$ cat config.mk
export PLATFORM = sky130hd
export DESIGN_NAME = bclk_tracker
export DESIGN_NICKNAME = d
export VERILOG_FILES = /design/src/rtl/bclk_pkg.sv /design/src/rtl/bclk_phase_gen.sv /design/src/rtl/bclk_rx_filter.sv /design/src/rtl/bclk_edge_delay.sv /design/src/rtl/bclk_tracker.sv
export SDC_FILE = /design/constraint.sdc
export NUM_CORES = 1
export LEC_CHECK = 0
export ABC_CLOCK_PERIOD_IN_PS = 4800
export BUFFER_PORTS_ARGS = -buffer_cell sky130_fd_sc_hd__buf_4
export CAP_MARGIN = 20
export CORE_UTILIZATION = 60
export DETAILED_ROUTE_END_ITERATION = 16
export PLACE_DENSITY = 0.81
export SLEW_MARGIN = 10
export SYNTH_ARGS = -nofsm -noshare
export SYNTH_HDL_FRONTEND = slang
export SYNTH_SLANG_ARGS = --single-unit
$ cat constraint.sdc
create_clock -name clk -period 4.8 [get_ports clk]
set_clock_uncertainty 0.15 [all_clocks]
set_input_delay 0.24 -clock clk [delete_from_list [all_inputs] [get_ports clk]]
set_output_delay 0.24 -clock clk [all_outputs]
set_load 0.02 [all_outputs]
$ cat src/rtl/bclk_pkg.sv
package bclk_pkg;
  // Pair of one-cycle edge markers carried between the sub-blocks.
  typedef struct packed {
    logic rise;
    logic fall;
  } edge_pair_t;
endpackage

$ cat src/rtl/bclk_phase_gen.sv
module bclk_phase_gen
  import bclk_pkg::*;
#(
  parameter int ACC_W = 32
) (
  input  logic             clk,
  input  logic             rst,
  input  logic [ACC_W-1:0] incr,
  output logic             level,
  output logic             oe,
  output edge_pair_t       stb
);
  localparam int TOP = ACC_W - 1;

  logic [ACC_W-1:0] acc;
  logic             gen_on;

  assign gen_on = |incr;

  always_ff @(posedge clk) begin
    if (rst) begin
      acc   <= '0;
      level <= 1'b0;
      oe    <= 1'b0;
      stb   <= '0;
    end else begin
      // Zero increment simply holds the phase.
      acc <= acc + incr;
      oe  <= gen_on;
      if (gen_on) begin
        level    <= acc[TOP];
        stb.rise <= acc[TOP] & ~level;
        stb.fall <= ~acc[TOP] & level;
      end else begin
        level <= 1'b0;
        stb   <= '0;
      end
    end
  end
endmodule

$ cat src/rtl/bclk_rx_filter.sv
module bclk_rx_filter #(
  parameter int CNT_W       = 16,
  parameter int SYNC_STAGES = 2
) (
  input  logic             clk,
  input  logic             rst,
  input  logic             hold,
  input  logic             din,
  input  logic [CNT_W-1:0] samp,
  output logic             accept,
  output logic             accept_rise
);
  logic [SYNC_STAGES-1:0] sync_q;
  logic                   synced;
  logic                   lvl;
  logic [CNT_W-1:0]       run_cnt;
  logic [CNT_W:0]         run_next;
  logic [CNT_W:0]         need;
  logic                   differs;

  // Synchronizer chain, depth set by parameter.
  generate
    if (SYNC_STAGES == 1) begin : g_one
      always_ff @(posedge clk) begin
        if (rst) sync_q <= '0;
        else     sync_q <= din;
      end
    end else begin : g_chain
      always_ff @(posedge clk) begin
        if (rst) sync_q <= '0;
        else     sync_q <= {sync_q[SYNC_STAGES-2:0], din};
      end
    end
  endgenerate

  assign synced      = sync_q[SYNC_STAGES-1];
  assign differs     = synced ^ lvl;
  assign need        = (samp == '0) ? {{CNT_W{1'b0}}, 1'b1} : {1'b0, samp};
  assign run_next    = {1'b0, run_cnt} + 1'b1;
  assign accept      = ~hold & differs & (run_next >= need);
  assign accept_rise = synced;

  always_ff @(posedge clk) begin
    if (rst) begin
      lvl     <= 1'b0;
      run_cnt <= '0;
    end else if (hold) begin
      lvl     <= synced;
      run_cnt <= '0;
    end else if (!differs) begin
      run_cnt <= '0;
    end else if (accept) begin
      lvl     <= synced;
      run_cnt <= '0;
    end else begin
      run_cnt <= run_next[CNT_W-1:0];
    end
  end
endmodule

$ cat src/rtl/bclk_edge_delay.sv
module bclk_edge_delay
  import bclk_pkg::*;
#(
  parameter int CNT_W = 16,
  parameter int COMP  = 3
) (
  input  logic                    clk,
  input  logic                    rst,
  input  logic                    hold,
  input  logic                    launch,
  input  logic                    launch_rise,
  input  logic [CNT_W-1:0]        samp,
  input  logic signed [CNT_W-1:0] delta,
  output edge_pair_t              stb
);
  localparam int DW = CNT_W + 2;
  localparam logic signed [DW-1:0] COMP_S = DW'(COMP);

  logic signed [DW-1:0] samp_s;
  logic signed [DW-1:0] delta_s;
  logic signed [DW-1:0] total;
  logic [DW-2:0]        dly;
  logic [DW-2:0]        dcnt;
  logic                 pend;
  logic                 pend_rise;

  assign samp_s  = $signed({2'b00, samp});
  assign delta_s = $signed({{2{delta[CNT_W-1]}}, delta});
  assign total   = samp_s + delta_s + COMP_S;
  // Negative totals clamp to an immediate strobe.
  assign dly     = total[DW-1] ? '0 : total[DW-2:0];

  always_ff @(posedge clk) begin
    if (rst) begin
      pend      <= 1'b0;
      pend_rise <= 1'b0;
      dcnt      <= '0;
      stb       <= '0;
    end else begin
      stb <= '0;
      if (hold) begin
        pend <= 1'b0;
      end else if (launch) begin
        // A fresh edge always displaces a waiting one.
        if (dly == '0) begin
          stb.rise <= launch_rise;
          stb.fall <= ~launch_rise;
          pend     <= 1'b0;
        end else begin
          pend      <= 1'b1;
          pend_rise <= launch_rise;
          dcnt      <= dly - 1'b1;
        end
      end else if (pend) begin
        if (dcnt == '0) begin
          stb.rise <= pend_rise;
          stb.fall <= ~pend_rise;
          pend     <= 1'b0;
        end else begin
          dcnt <= dcnt - 1'b1;
        end
      end
    end
  end
endmodule

$ cat src/rtl/bclk_tracker.sv
module bclk_tracker
  import bclk_pkg::*;
#(
  parameter int ACC_W       = 32,
  parameter int CNT_W       = 16,
  parameter int SYNC_STAGES = 2
) (
  input  logic                    clk,
  input  logic                    rst,
  input  logic [ACC_W-1:0]        incr_n,
  input  logic [CNT_W-1:0]        samp_cnt,
  input  logic signed [CNT_W-1:0] samp_delta,
  input  logic                    bclk_in,
  output logic                    bclk_out,
  output logic                    bclk_oe,
  output logic                    rise_stb,
  output logic                    fall_stb
);
  // Synchronizer depth plus one cycle of uncertainty.
  localparam int COMP = SYNC_STAGES + 1;

  logic       gen_mode;
  logic       acc_edge;
  logic       acc_edge_rise;
  edge_pair_t gen_stb;
  edge_pair_t rx_stb;

  assign gen_mode = |incr_n;

  bclk_phase_gen #(.ACC_W(ACC_W)) u_gen (
    .clk   (clk),
    .rst   (rst),
    .incr  (incr_n),
    .level (bclk_out),
    .oe    (bclk_oe),
    .stb   (gen_stb)
  );

  bclk_rx_filter #(.CNT_W(CNT_W), .SYNC_STAGES(SYNC_STAGES)) u_filt (
    .clk         (clk),
    .rst         (rst),
    .hold        (gen_mode),
    .din         (bclk_in),
    .samp        (samp_cnt),
    .accept      (acc_edge),
    .accept_rise (acc_edge_rise)
  );

  bclk_edge_delay #(.CNT_W(CNT_W), .COMP(COMP)) u_dly (
    .clk         (clk),
    .rst         (rst),
    .hold        (gen_mode),
    .launch      (acc_edge),
    .launch_rise (acc_edge_rise),
    .samp        (samp_cnt),
    .delta       (samp_delta),
    .stb         (rx_stb)
  );

  // Each source is cleared while the other mode is active.
  assign rise_stb = gen_stb.rise | rx_stb.rise;
  assign fall_stb = gen_stb.fall | rx_stb.fall;
endmodule

Yosys cells after proc, flatten, opt, wreduce, memory -nomap -nowiden
Index checks and enable logic that the tools add are counted.

operators by class
  add/subtract/negate cells = 6
  multipliers = 0
  divide/modulo/power cells = 0
  magnitude comparators = 1
  equality and inequality tests = 2
  shift operators = 0
  muxes and demuxes = 17
  bitwise logic cells = 14
  reductions and logical operators = 13

operators with widths
  kind                                                 count
  2-to-1 mux 17 bit                                    5
  OR reduction 35 bit                                  1
  logical NOT 17 bit                                   2
  subtractor 17 x 1 -> 17 bit (second input constant)  2
  OR reduction 33 bit                                  1
  adder 32 bit                                         1
  OR reduction 32 bit                                  1
  adder 17 x 16 -> 18 bit                              1
  adder 18 x 3 -> 18 bit (second input constant)       1
  adder 16 x 1 -> 17 bit (second input constant)       1
  greater-or-equal comparator 17 bit                   1
  logical NOT 16 bit                                   1
  2-to-1 mux 16 bit                                    1
  2-to-1 mux 2 bit                                     4
  2-to-1 mux 1 bit                                     7
  inverter 1 bit                                       7
  nonzero test 2 bit                                   3
  bitwise AND 1 bit                                    4
  != test 2 bit (second input constant)                2
  AND reduction 4 bit                                  1
  AND reduction 3 bit                                  1
  OR 1 bit                                             2
  AND reduction 2 bit                                  1
  OR reduction 2 bit                                   1
  bitwise XOR 1 bit                                    1

word-level totals
  flip-flop bits (word level) = 76
  latch bits = 0
  bits in writable memories = 0
  memory bits (read-only) = 0
  input port bits = 67
  output and inout port bits = 4
  logic and storage cells = 66
  memories = 0

Logic depth before layout (Yosys ltp)
  depth in word-level cells = 7
  mapped depth = 20
  mapped depth without buffers = 19

Cells and area by module
From an unflattened synthesis, not the netlist that was laid out.

second synthesis, totals
  cells, all modules = 891
  area, all modules = 7214.4 sq um

modules (own cells, without submodules)
  module           times used  cells each  area each (sq um)  sequential area each (sq um)
  bclk_edge_delay  1           397         3143.0             420.4
  bclk_phase_gen   1           333         2710.1             720.7
  bclk_rx_filter   1           148         1273.7             380.4
  bclk_tracker     1           13          87.6               0.0

Worst setup path before layout
Ideal clock, no wire load.

  path kind = register to register
  from = register u_filt.run_cnt[0]
  to = register u_dly.dcnt[14]
  setup time = 0.071 ns
  data arrival time = 4.201 ns
  data required time = 4.579 ns
  path slack = 0.378 ns
  cell stages (with the launch flop) = 20
  buffers on the path = 2
  period minus slack after synthesis = 4.422 ns
  cell sequence = dfxtp_1 ha_1 nand4_1 nor3_1 and3_1 xor2_1 ha_1 a21oi_1 o21ai_0 a221o_1 o211ai_1 clkbuf_1 clkbuf_1 a22oi_1 ha_1 o221ai_2 or3_1 xor2_1 nand2_1 a21oi_1

between the ends
  word-level cells in the longest chain between the ends = 5
  elaborated cells on any way between the ends = 8
  those cells by class = add/sub: 1; order compare: 1; eq/ne: 2; mux: 1; bitwise: 1; reduce/logical: 2

ends and longest elaborated chain
  item                                                           RTL line               text
  from (decl)                                                    bclk_rx_filter.sv:16   logic [CNT_W-1:0] run_cnt;
  from (signal assigned)                                         bclk_rx_filter.sv:56   run_cnt <= run_next[CNT_W-1:0];
  adder 16 x 1 -> 17 bit *                                       bclk_rx_filter.sv:39   assign run_next = {1'b0, run_cnt} + 1'b1;
  named net u_filt.run_next[14]                                  bclk_rx_filter.sv:17   logic [CNT_W:0] run_next;
  greater-or-equal comparator 17 bit *                           bclk_rx_filter.sv:40   assign accept = ~hold & differs & (run_next >= need);
  bitwise AND 1 bit *                                            bclk_rx_filter.sv:40
  != test 2 bit (no line) or nonzero test 2 bit (tied branches)  n/a
  AND reduction 4 bit (no line)                                  n/a
  to (signal assigned)                                           bclk_edge_delay.sv:52  dcnt <= dly - 1'b1;
  to (signal assigned)                                           bclk_edge_delay.sv:60  dcnt <= dcnt - 1'b1;
  to (decl)                                                      bclk_edge_delay.sv:23  logic [DW-2:0] dcnt;

Mark *: on every way through the listed nets, which the timed path passes. The rest lies on a longest branch.
A chain may end at the register's enable or synchronous reset.

Worst setup path after layout
  from = register u_filt.run_cnt[0]
  to = register u_dly.dcnt[16]

Same word-level chain as after synthesis.

==> PnR_summary.wiki <==
{| class="wikitable"
! Metric !! Value
|-
| Nature of the critical path startpoint || flop
|-
| CTS H-Tree Depth || 3
|-
| WS Path Type || reg2reg
|-
| Setup repair after global routing missed its margin || false
|-
| Global-route congestion overflow total || 0
|-
| Buffers on Ports || 70
|-
| Synth cell types || 77
|-
| Post-synthesis compound-gate area fraction || 23.8%
|-
| Core Rows || 37
|-
| Post-layout min period || 4.52 ns
|-
| Std-Cell Core Area || 10400 um^2
|-
| DIE HEIGHT || 106 um
|-
| Proportion of synthesized area in mux cells || 0.466%
|-
| Remaining design rule violation count || 0
|-
| Final-stage net count || 1031
|-
| Top FF cell, synth || sky130_fd_sc_hd__dfxtp_1
|-
| Area delta synth->final || 14.3%
|-
| Arrival time of the worst setup path || 4.69 ns
|-
| Power Dens Cells || 334 nW/um^2
|-
| Xor and xnor fraction of the mapped netlist area || 7.33%
|-
| Post-place instance area || 7100 um^2
|-
| Chip width || 106 um
|-
| Number of buffers created by CTS || 9
|-
| Count of state elements after synthesis || 76
|-
| DPL Wire Length || 12.4 mm
|-
| Routability cong. || 0.953
|-
| Final cycle utilization of the critical path || 94.1%
|-
| Starting Density || 62.2%
|-
| Initial DRT Pass Iterations || 6
|-
| Number of warning messages in the yosys log || 0
|-
| Post-synthesis simple-gate area fraction || 24.6%
|-
| Avg Inst Size Synth || 8.00 um^2
|-
| Worst r2r src || u_filt.run_cnt[0]$_SDFF_PP0_
|-
| Die outline area || 11200 um^2
|-
| Number of max-slew violations in the final report || 0
|-
| Data required time of the critical path || 4.97 ns
|-
| Number of enable-type register cells in the synthesized netlist || 0
|-
| Worst VDD drop || 0.000289 V
|-
| Number of antenna violations at the first check in global routing || 0
|-
| Max-cap violations || 0
|-
| Via density || 6.17
|-
| Fraction of the mapped netlist area in adder cells || 16.3%
|-
| Share of flip-flops with an asynchronous set or reset || 0%
|-
| Slew of the pin with the lowest slew margin || 0.690 ns
|-
| Wire length reported by the detailed router || 16.3 mm
|-
| Hold/Removal Path Class || in2reg
|-
| Clock tree root buffer cell || sky130_fd_sc_hd__clkbuf_8
|-
| Via count || 6309
|-
| Maximum number of pins on one net before global-route repair || 60
|-
| Achievable clock frequency || 221 MHz
|-
| Setup TNS || 0 ns
|-
| Gate Count Post-Synth || 806
|-
| Combined global-route utilization of all metal layers || 30.3%
|-
| Final hold violation count || 0
|-
| Total nets after synthesis || 956
|-
| Number of global-route vias before repair || 6092
|-
| Number of placed I/O pins || 71
|-
| Clock latency of the later-clocked register in the worst-skew pair || 0.39 ns
|-
| CTS tree || built
|-
| Register clock-pin slew on the reported worst setup and hold paths || 0.10 ns
|-
| Result of the run || complete, no violations
|-
| First-pass GRT wire length || 27.4 mm
|-
| Initial DRC count || 363
|-
| Final design instance area without fill || 7370 um^2
|-
| Clock tree buffer depth || 2
|-
| Final setup violating endpoints || 0
|-
| Sequential share of the synthesized area || 23.6%
|-
| Hold Crit Start || incr_n[0]
|-
| Crit-path max FO || 8
|-
| Clock Sink Count || 76
|-
| Critical Path Start || u_filt.run_cnt[0]$_SDFF_PP0_
|-
| Count of inserted antenna diode cells || 0
|-
| Category of the worst setup path capture point || flop
|-
| DRT antenna net count || 0
|-
| Static leakage || 3.39 nW
|-
| Dominant combinational cell family by area after synthesis || simple AND/OR/NAND/NOR gates
|-
| Max-slew headroom || 53.7%
|-
| Share of layout cells above drive strength 1 || 14.9%
|-
| Detailed-route wire length per cell || 15.9 um
|-
| Cell Area, Synth || 6450 um^2
|}
-- path summary, 6_finish.rpt --
path | to | slack (ns) | cells past startpoint
max | u_dly.dcnt[16]$_SDFFE_PP0P_ | 0.28 | 18
min | u_gen.acc[0]$_SDFF_PP0_ | 0.05 | 3
max reg2reg | u_dly.dcnt[16]$_SDFFE_PP0P_ | 0.28 | 18
min reg2reg | u_filt.sync_q[1]$_SDFF_PP0_ | 0.29 | 1
-- final cells by class --
class                           count  area, um^2
Clock inverter                      7        65.1
Fill cell                         844        3000
Multi-Input combinational cell    669        4710
Tap cell                          136         170
Inverter                           43         161
Clock buffer                        9         124
Sequential cell                    76        1520
Timing Repair Buffer               82         622
-- what timing repair did --
action,in CTS,in global routing
hold buffers,1,0
resized for setup,0,8
endpoints found under the hold margin,1,0
setup endpoints to repair,0,15
setup buffers,0,5
-- registers in the layout (all words and copies together) (netlist names) --
name	cells
u_gen.oe	1
u_filt.sync_q	2
u_gen.level	1
u_gen.stb	2
u_dly.dcnt	17
u_gen.acc	32
u_filt.lvl	1
u_dly.stb	2
u_dly.pend	1
u_filt.run_cnt	16
u_dly.pend_rise	1
-- logic make-up after synthesis --
| logic type | count (synthesis) |
|---|---|
| and+or+nand+nor | 306 |
| adders and majority gates | 83 |
| buffers and inverters | 61 |
| DFF | 76 |
| AOI/OAI and AO/OA | 223 |
| muxes | 3 |
| xor gates and xnor gates | 54 |
-- per-layer routing --
layer	wire length, um	track usage (%)	vias up
li1	-	-	3107
met1	6910	35.0	2963
met2	7990	54.2	197
met3	874	6.25	42
met4	522	12.2	0
met5	0	0	-
-- report_power, final --
| group | total (mW) | switching [mW] | internal (mW) |
|---|---|---|---|
| Sequential | 0.779 | 0.0370 | 0.742 |
| Combinational | 1.19 | 0.663 | 0.525 |
| Clock | 0.494 | 0.292 | 0.202 |
| Total | 2.46 | 0.992 | 1.47 |
-- placed cells by master, fill, tap and decap left out, drive strengths merged, types with 27 or more instances in the layout --
cell type	n
buf	81
nor3	27
ha	81
xnor2	28
a21oi	55
inv	49
dfxtp	76
o21ai	42
nand2	60
a21o	27
nor2	80
-- synth_stat cells, drive strengths merged, types with 4 or more instances --
library cell	number	area [um^2]
nor3	27	135
and3	9	56.3
o22ai	4	25.0
o21a	14	105
nand4	9	56.3
nand2b	9	56.3
o21bai	5	37.5
nand3	26	130
dfxtp	76	1520
inv	43	161
or3	5	41.3
nand3b	4	30.0
buf	5	38.8
ha	81	1010
a22oi	4	30.0
nor2b	24	153
xor2	26	228
a2111oi	4	35.0
a31oi	7	50.1
and4	4	35.0
nor2	80	300
nor4	16	100
a211o	5	43.8
a211oi	11	108
xnor2	28	245
o211ai	4	35.0
o21ai	42	210
nand2	60	225
or2	7	46.3
a21o	27	203
clkbuf	13	48.8
or4	4	33.8
a2bb2oi	4	35.0
and2	11	68.8
a21oi	55	275
a21boi	5	37.5
-- stage by stage --
| step | hold WS [ns] | setup slack, ns | utilization, % | std cells | power [mW] |
|---|---|---|---|---|---|
| final | 0.0468 | 0.283 | 71.1 | 1022 | 2.46 |
| after detailed placement | 0.275 | 0.0497 | 68.5 | 1000 | 1.96 |
| after floorplan | 0.218 | 0.378 | - | 806 | 1.70 |
| after CTS | 0.0316 | 0.0347 | 70.4 | 1017 | 2.46 |
| after global placement | 0.267 | 0.309 | 68.5 | 1000 | 1.91 |
| after global routing | 0.0367 | 0.00944 | 71.1 | 1022 | 2.65 |
-- critical path: stages, from the launching register on --
cell	delay, ns
sky130_fd_sc_hd__dfxtp_1	0.42
sky130_fd_sc_hd__ha_1	0.25
sky130_fd_sc_hd__nand4_1	0.20
sky130_fd_sc_hd__nor3_4	0.24
sky130_fd_sc_hd__and3_1	0.24
sky130_fd_sc_hd__xor2_1	0.20
sky130_fd_sc_hd__ha_1	0.27
sky130_fd_sc_hd__nand3_1	0.11
sky130_fd_sc_hd__o21ai_0	0.09
sky130_fd_sc_hd__a221o_2	0.43
sky130_fd_sc_hd__o211ai_1	0.26
sky130_fd_sc_hd__nor2_1	0.11
sky130_fd_sc_hd__a22oi_1	0.18
sky130_fd_sc_hd__ha_2	0.24
sky130_fd_sc_hd__o221ai_2	0.18
sky130_fd_sc_hd__or3_1	0.42
sky130_fd_sc_hd__nor3_1	0.19
sky130_fd_sc_hd__o21ai_0	0.12
sky130_fd_sc_hd__a31oi_1	0.13
No activity file was read; power rests on OpenSTA's default activity.
